==> config.mk <==
export PLATFORM = sky130hd
export DESIGN_NAME = vit_acs_core
export DESIGN_NICKNAME = d
export VERILOG_FILES = /design/src/rtl/vit_pkg.sv /design/src/rtl/vit_bmu.sv /design/src/rtl/vit_acs_unit.sv /design/src/rtl/vit_norm.sv /design/src/rtl/vit_acs_core.sv
export SDC_FILE = /design/constraint.sdc
export NUM_CORES = 1
export LEC_CHECK = 0
export BUFFER_PORTS_ARGS = -buffer_cell sky130_fd_sc_hd__buf_4
export CAP_MARGIN = 20
export CORE_MARGIN = 2
export CORE_UTILIZATION = 69
export DETAILED_ROUTE_END_ITERATION = 10
export HOLD_SLACK_MARGIN = 0.06
export PLACE_DENSITY = 0.87
export SLEW_MARGIN = 10
export SYNTH_ARGS = -nofsm -noshare
export SYNTH_HDL_FRONTEND = slang
export SYNTH_SLANG_ARGS = --single-unit
==> constraint.sdc <==
create_clock -name clk -period 13.2 [get_ports clk]
set_input_delay 1.32 -clock clk [delete_from_list [all_inputs] [get_ports clk]]
set_output_delay 1.32 -clock clk [all_outputs]
set_load 0.05 [all_outputs]
==> src/rtl/vit_pkg.sv <==
package vit_pkg;

  // Parity of the taps selected from an encoder register value.
  function automatic int tap_parity(input int taps, input int regv, input int k);
    int acc;
    acc = 0;
    for (int b = 0; b < k; b++) begin
      if (((taps >> b) & 1) == 1 && ((regv >> b) & 1) == 1) acc = acc ^ 1;
    end
    return acc;
  endfunction

  // Code pair emitted when bit u enters an encoder sitting in state pred.
  // The state's MSB is the newer stored bit.
  function automatic int branch_pair(input int g_hi, input int g_lo, input int k,
                                     input int u, input int pred);
    int regv;
    regv = (u << (k - 1)) | pred;
    return (tap_parity(g_hi, regv, k) << 1) | tap_parity(g_lo, regv, k);
  endfunction

endpackage

==> src/rtl/vit_bmu.sv <==
module vit_bmu #(
  parameter int SYMW = 2,
  parameter int BMW  = 2
) (
  input  logic [SYMW-1:0]                 sym,
  output logic [(1<<SYMW)-1:0][BMW-1:0]   bm
);
  localparam int NP = 1 << SYMW;

  for (genvar p = 0; p < NP; p++) begin : g_pair
    always_comb bm[p] = BMW'($countones(sym ^ SYMW'(p)));
  end
endmodule

==> src/rtl/vit_acs_unit.sv <==
module vit_acs_unit #(
  parameter int K     = 3,
  parameter int G_HI  = 7,
  parameter int G_LO  = 5,
  parameter int SMW   = 5,
  parameter int BMW   = 2,
  parameter int STATE = 0
) (
  input  logic [(1<<(K-1))-1:0][SMW-1:0] sm_all,
  input  logic [3:0][BMW-1:0]            bm,
  output logic [SMW:0]                   cand,
  output logic                           dec
);
  localparam int U   = STATE >> (K - 2);
  localparam int LOW = STATE % (1 << (K - 2));
  localparam int P0  = LOW * 2;
  localparam int P1  = P0 + 1;
  localparam int E0  = vit_pkg::branch_pair(G_HI, G_LO, K, U, P0);
  localparam int E1  = vit_pkg::branch_pair(G_HI, G_LO, K, U, P1);

  logic [SMW:0] c0, c1;

  always_comb begin
    c0 = {1'b0, sm_all[P0]} + (SMW+1)'(bm[E0]);
    c1 = {1'b0, sm_all[P1]} + (SMW+1)'(bm[E1]);
    if (c1 < c0) begin
      cand = c1;
      dec  = 1'b1;
    end else begin
      cand = c0;
      dec  = 1'b0;
    end
  end
endmodule

==> src/rtl/vit_norm.sv <==
module vit_norm #(
  parameter int NS  = 4,
  parameter int SMW = 5,
  parameter int SW  = 2
) (
  input  logic [NS-1:0][SMW:0]   raw,
  output logic [NS-1:0][SMW-1:0] nrm,
  output logic [SW-1:0]          min_idx
);
  localparam logic [SMW:0] MAXM = (SMW+1)'((1 << SMW) - 1);

  logic [SMW:0] mv;
  logic [SMW:0] diff [NS];

  always_comb begin
    mv      = raw[0];
    min_idx = '0;
    for (int i = 1; i < NS; i++) begin
      if (raw[i] < mv) begin
        mv      = raw[i];
        min_idx = SW'(i);
      end
    end
    for (int i = 0; i < NS; i++) begin
      diff[i] = raw[i] - mv;
      nrm[i]  = (diff[i] > MAXM) ? MAXM[SMW-1:0] : diff[i][SMW-1:0];
    end
  end
endmodule

==> src/rtl/vit_acs_core.sv <==
module vit_acs_core #(
  parameter int K    = 3,
  parameter int G_HI = 7,
  parameter int G_LO = 5,
  parameter int SMW  = 5
) (
  input  logic                  clk,
  input  logic                  rst_n,
  input  logic                  sym_valid,
  output logic                  sym_ready,
  input  logic [1:0]            sym_in,
  output logic                  res_valid,
  input  logic                  res_ready,
  output logic [(1<<(K-1))-1:0] res_dec,
  output logic [K-2:0]          res_min
);
  localparam int NS  = 1 << (K - 1);
  localparam int SW  = K - 1;
  localparam int BMW = 2;
  localparam logic [SMW-1:0] MAXM = SMW'((1 << SMW) - 1);

  logic [NS-1:0][SMW-1:0] sm_q;
  logic [NS-1:0][SMW-1:0] sm_nrm;
  logic [NS-1:0][SMW:0]   cand;
  logic [NS-1:0]          dec;
  logic [3:0][BMW-1:0]    bm;
  logic [SW-1:0]          midx;
  logic                   take;

  vit_bmu #(.SYMW(2), .BMW(BMW)) u_bmu (.sym(sym_in), .bm(bm));

  for (genvar s = 0; s < NS; s++) begin : g_acs
    vit_acs_unit #(
      .K(K), .G_HI(G_HI), .G_LO(G_LO), .SMW(SMW), .BMW(BMW), .STATE(s)
    ) u_acs (
      .sm_all(sm_q), .bm(bm), .cand(cand[s]), .dec(dec[s])
    );
  end

  vit_norm #(.NS(NS), .SMW(SMW), .SW(SW)) u_norm (
    .raw(cand), .nrm(sm_nrm), .min_idx(midx)
  );

  assign sym_ready = !res_valid || res_ready;
  assign take      = sym_valid && sym_ready;

  always_ff @(posedge clk or negedge rst_n) begin
    if (!rst_n) begin
      for (int s = 0; s < NS; s++) sm_q[s] <= (s == 0) ? '0 : MAXM;
      res_valid <= 1'b0;
      res_dec   <= '0;
      res_min   <= '0;
    end else if (take) begin
      sm_q      <= sm_nrm;
      res_dec   <= dec;
      res_min   <= midx;
      res_valid <= 1'b1;
    end else if (res_ready) begin
      res_valid <= 1'b0;
    end
  end

  logic [NS-1:0] sm_zero;
  for (genvar s = 0; s < NS; s++) begin : g_zero
    assign sm_zero[s] = (sm_q[s] == '0);
  end

  // an accepted symbol yields a valid result on the next edge
  p_accept_valid_r7: assert property (@(posedge clk) disable iff (!rst_n)
    take |=> res_valid);

  // a drained result with no new symbol clears the valid flag
  p_idle_drop_r7: assert property (@(posedge clk) disable iff (!rst_n)
    (res_valid && res_ready && !sym_valid) |=> !res_valid);

  // a blocked result holds, and so do the metrics
  p_hold_r8: assert property (@(posedge clk) disable iff (!rst_n)
    (res_valid && !res_ready) |=> (res_valid && $stable(res_dec) &&
                                   $stable(res_min) && $stable(sm_q)));

  // no symbol is taken while the result slot is blocked
  p_stall_ready_r8: assert property (@(posedge clk) disable iff (!rst_n)
    (res_valid && !res_ready) |-> !sym_ready);

  // normalisation keeps one metric at zero
  p_norm_zero_r4: assert property (@(posedge clk) disable iff (!rst_n)
    sm_zero != '0);

  // the reported state carries the zero metric
  p_min_metric_r6: assert property (@(posedge clk) disable iff (!rst_n)
    res_valid |-> sm_zero[res_min]);
endmodule

==> flow_metrics.tcl, run 1 <==
set metrics [dict create \
    crit_buf_inv 7 \
    synthTopCellsByCount "56 x ha_1, 55 x nor2_1, 50 x nand2_1, 49 x inv_1, 46 x a21oi_1" \
    hp-class "reg -> reg" \
    r2r_start "sm_q[0]" \
    grt_max_degree 38 \
    tightestPinTransition_ns 1.158 \
    drc 0 \
    fin_skew_ns 0.004126 \
    syn-cell-area_mm2 0.004796 \
    dr.pass1.iters 5 \
    crit_cells 45 \
    nets 669 \
    place_congestion 0.9816 \
    routedWlPerCell_um 19.53 \
    synth_ff_type "dfstp_2" \
    synth.largest_area_cell "ha_1" \
    min_from "res_dec[3]" \
    stdcell_count 686 \
    fin_util 0.7333 \
    dieArea_mm2 0.007634 \
    clkSinkCount 27 \
    fin_crit_sh 0.8741 \
    dr_total_vias 4719 \
    cp.arrival_ns 11.76 \
    critical_path_class "in -> reg" \
    syn_nets 669 \
    postCtsSetupBuffers 0 \
    outcome "finished, final reports clean" \
    setup.worst_path.start_class "input pin" \
    synth_cell_types 83 \
    num_rows 30 \
    async_reset_ff_frac 1.000 \
    cts-root-buf "clkbuf_8" \
    slew_viol_final 0 \
    core_area_mm2 0.006756 \
    critical_path.startpoint "sym_in[0]" \
    setup_violations 0 \
    grt_pass1_vias 4372 \
    wl_um 13400 \
    yosys.area.top_type_share 0.1461 \
    holdPathStages 2 \
    grt_remaining_overflow 0 \
    synthTopCellsByArea "ha_1 15%, dfstp_2 8.2%, xnor2_1 7.1%" \
    n_antenna_cell 0 \
    yosysSeqAreaShare 0.1448 \
    fmax_mhz 86.67 \
    grt.total_usage 0.3573 \
    place_inst 681 \
    portBuffers 13 \
    rsz0062_at_grt "no" \
    grt_pass1_wl_um 21570 \
    start_util 0.7098 \
    cap_violations 0 \
    ios 14 \
    cts_hold_buf 0 \
    r2r_cells 42 \
    drtIter0Drc 602 \
    die_w_um 87.37 \
    netlist_instances 607 \
    htreeDepth 1 \
    viasPerCell 6.879 \
    crit_path_max_incr_delay_ns 0.48 \
    drive_gt1_frac 0.1188 \
    area_growth_pct 3.313 \
    numCtsBuffers 3 \
    path_common_cell "ha_1" \
    cts_tree "yes" \
    cpLargestDelayFamily "compound AO/OA/AOI/OAI gates" \
    cts_buffer_depth 2 \
    final.min_clock_period_ns 11.54 \
    cts_resized 0 \
    hold_viol 0 \
    crit_fanout 14 \
    crit_slowest_cell "a311oi_4" \
    synth.most_common_cell "ha_1" \
    yosys_register_bits 27 \
    grt_antenna_before_repair 0 \
    clkTransAtPathRegs_ns 0.10 \
    synth-edff-count 0 \
    final_antenna_net_count 0 \
    dpl.hpwl_um 10560 \
    clk_latency_ns 0.28 \
    required_ns 13.42 \
    ys_warn_count 0 \
    end_kind "register" \
    syn_area_per_cell_um2 7.901 \
    die_y_um 87.37 \
    fill_cells 525 \
    finalSetupTns_ns 0 \
    max_slew_margin 0.2200 \
]
[cell type report]
cell class | instances | area [um2] | share of cell area
clock buffers | 4 | 45.04 | 0.009091
flip-flops and latches | 27 | 694.4 | 0.1402
inverters | 51 | 191.4 | 0.03864
repair buffers | 16 | 117.6 | 0.02374
well taps | 80 | 100.1 | 0.02020
multi-input cells | 508 | 3806 | 0.7682
[state kept, by name, summed over array words and instances (netlist names)]
name and cells:
res_dec 4, res_min 2, res_valid 1, sm_q 20
[cells in the final DEF, fill, tap and decap left out, drive strengths merged, types with 4 or more instances in the layout]
cell	instances
maj3	6
dfrtp	12
a211oi	6
or3	6
o211ai	8
o211a	6
dfstp	15
ha	56
nor3	6
a21oi	48
a221oi	4
clkbuf	4
o221ai	6
nand2b	10
nand4	4
o31ai	5
o22a	4
mux2	7
xnor2	39
a31oi	20
buf	16
o21a	8
nand3	8
and3	4
mux2i	16
nor2	56
nand2	50
inv	51
xor2	13
a21o	11
and2	8
o21ai	30
a2111oi	8
nor2b	9
[worst min-delay path: cells and delay by family (launching register included)]
kind / cells / cell delay [ns]
flip-flops: 1 / 0.35
AND/OR/NAND/NOR: 2 / 0.10
[through the flow]
stage	worst slack, ns	area, um2	hold slack, ns
after floorplan	3.241	4796	0.4837
after global placement	1.772	4905	0.4629
after detailed placement	1.420	4905	0.4648
after CTS	1.680	4950	0.4886
after global routing	0.7337	4955	0.5079
final	1.662	4955	0.4810
[metal layers]
layer | global-route usage | vias up | part of all wire
met4 | 0.09231 | 0 | 0.024
met1 | 0.4845 | 2206 | 0.42
met2 | 0.6019 | 250 | 0.46
met5 | 0 | - | 0
met3 | 0.03886 | 37 | 0.088
li1 | - | 2226 | -
[final timing paths]
check	end	slack, ns
max in group asynchronous	sm_q[5]	11.94
hold reg to reg	res_dec[3]	0.48
setup / recovery	sm_q[16]	1.66
hold / removal	res_dec[3]	0.48
min in group asynchronous	res_dec[3]	0.95
setup reg to reg	sm_q[16]	2.79
[logic make-up after synthesis]
kind of cell / synth area share
compound gates: 0.3126
simple gates: 0.1761
buf+inv: 0.06157
fa+ha+maj: 0.1594
xor+xnor: 0.09497
flops: 0.1448
mux: 0.05061
Power of run 1 is left out: the tool's default activity adds up to more than one toggle a clock period on the data nets, which glitch-free logic cannot reach.
==> run 2: changes to the inputs <==
--- a/config.mk
+++ b/config.mk
@@ -7,6 +7,7 @@
 export LEC_CHECK = 0
 export BUFFER_PORTS_ARGS = -buffer_cell sky130_fd_sc_hd__buf_4
 export CAP_MARGIN = 20
+export CORE_ASPECT_RATIO = 1.25
 export CORE_MARGIN = 2
 export CORE_UTILIZATION = 69
 export DETAILED_ROUTE_END_ITERATION = 10
==> flow_metrics.tcl, run 2 (same netlist as run 1, synthesis figures left out) <==
set metrics [dict create \
    grt_pass1_wl_um 22690 \
    place_inst 691 \
    grt_pass1_vias 4618 \
    outcome "finished, final reports clean" \
    portBuffers 13 \
    met1Wirelength_um 5388 \
    grt_remaining_overflow 0 \
    stdcell_count 696 \
    grt_max_degree 38 \
    die_y_um 97.21 \
    ios 14 \
    fin_ws_ns 1.465 \
    area_growth_pct 3.679 \
    top_layer "met4" \
    cap_violations 0 \
    hp-class "reg -> reg" \
    drtIter0Drc 297 \
    place_congestion 0.9547 \
    fin_util 0.7260 \
    dpl.hpwl_um 10990 \
    nets 669 \
    routedWlPerCell_um 20.08 \
    slew_viol_final 0 \
    cts_resized 0 \
    fmax_mhz 85.21 \
    grt_antenna_before_repair 0 \
    final_common_cell "ha_1" \
    routed-wl-met2_um 7054 \
    grt.total_usage 0.3739 \
    viasPerCell 6.832 \
    crit_fanout 14 \
    clk_latency_ns 0.30 \
    cp.arrival_ns 11.93 \
    setup.worst_path.start_class "input pin" \
    final_antenna_net_count 0 \
    finalSetupTns_ns 0 \
    end_kind "register" \
    critical_path_class "in -> reg" \
    path_common_cell "ha_1" \
    postCtsSetupBuffers 0 \
    hold_viol 0 \
    final_cell_mix "56 x ha_1, 55 x nor2_1, 50 x nand2_1, 49 x inv_1, 46 x a21oi_1" \
    cpLargestDelayFamily "compound AO/OA/AOI/OAI gates" \
    required_ns 13.40 \
    dr_total_vias 4755 \
    cts-root-buf "clkbuf_8" \
    max_slew_margin 0.2988 \
    cts_tree "yes" \
    crit_slowest_cell "a31oi_1" \
    clkSinkCount 27 \
    final.min_clock_period_ns 11.74 \
    start_util 0.7002 \
    crit_path_max_incr_delay_ns 0.87 \
    rsz0062_at_grt "no" \
    drc 0 \
    numCtsBuffers 3 \
    dr.pass1.iters 5 \
    clkTransAtPathRegs_ns 0.11 \
    cts_buffer_depth 2 \
    fill_cells 548 \
    core_area_mm2 0.006849 \
    largest_reg_flops 20 \
    fin_crit_sh 0.8890 \
    wl_um 13980 \
    die_w_um 78.57 \
    fin_skew_ns 0.01125 \
    dr_wl_met3_um 854 \
    dieArea_mm2 0.007638 \
    regMostFlops "sm_q" \
    num_rows 34 \
    top_regs "sm_q (20), res_dec (4), res_min (2)" \
    tightestPinTransition_ns 1.047 \
    drive_gt1_frac 0.1205 \
    crit_buf_inv 6 \
    htreeDepth 1 \
    cts_hold_buf 0 \
    pre_cts_ws_ns 1.424 \
    n_antenna_cell 0 \
    setup_violations 0 \
]
[run 2: path summary, 6_finish.rpt]
| check | startpoint | end | slack, ns | cells past startpoint |
|---|---|---|---|---|
| max | sym_in[1] | sm_q[18] | 1.46 | 43 |
| min | res_dec[3] | res_dec[3] | 0.49 | 2 |
| max reg2reg | sm_q[6] | sm_q[18] | 2.54 | 39 |
| min reg2reg | res_dec[3] | res_dec[3] | 0.49 | 2 |
| max in group asynchronous | rst_n | sm_q[14] | 11.94 | 1 |
| min in group asynchronous | rst_n | res_valid | 0.92 | 1 |
[run 2: per-stage QoR]
step / hold slack, ns / area (um2)
2_1_floorplan: 0.4837 / 4796
3_3_place_gp: 0.4604 / 4917
3_5_place_dp: 0.4669 / 4917
4_1_cts: 0.4941 / 4967
5_1_grt: 0.5248 / 4972
6_report: 0.4902 / 4972
[run 2: final cells by class]
type	count	area, um2	share of cell area
multi-input cells	508	3806	0.7655
flip-flops and latches	27	694.4	0.1397
inverters	51	191.4	0.03850
repair buffers	16	117.6	0.02365
well taps	90	112.6	0.02265
clock buffers	3	41.29	0.008304
clock inverters	1	8.758	0.001761
[run 2: metal layers]
| metal | global-route usage | up-vias |
|---|---|---|
| met5 | 0 | - |
| met4 | 0.1997 | 0 |
| met3 | 0.03717 | 60 |
| met2 | 0.6594 | 241 |
| met1 | 0.4378 | 2227 |
| li1 | - | 2227 |
[run 2: worst min-delay path, cell delays in order, from the launching register on]
cell and delay, ns:
dfrtp_1 0.36, nand2_1 0.05, nand2_1 0.05
Power of run 2 is left out for the same reason.
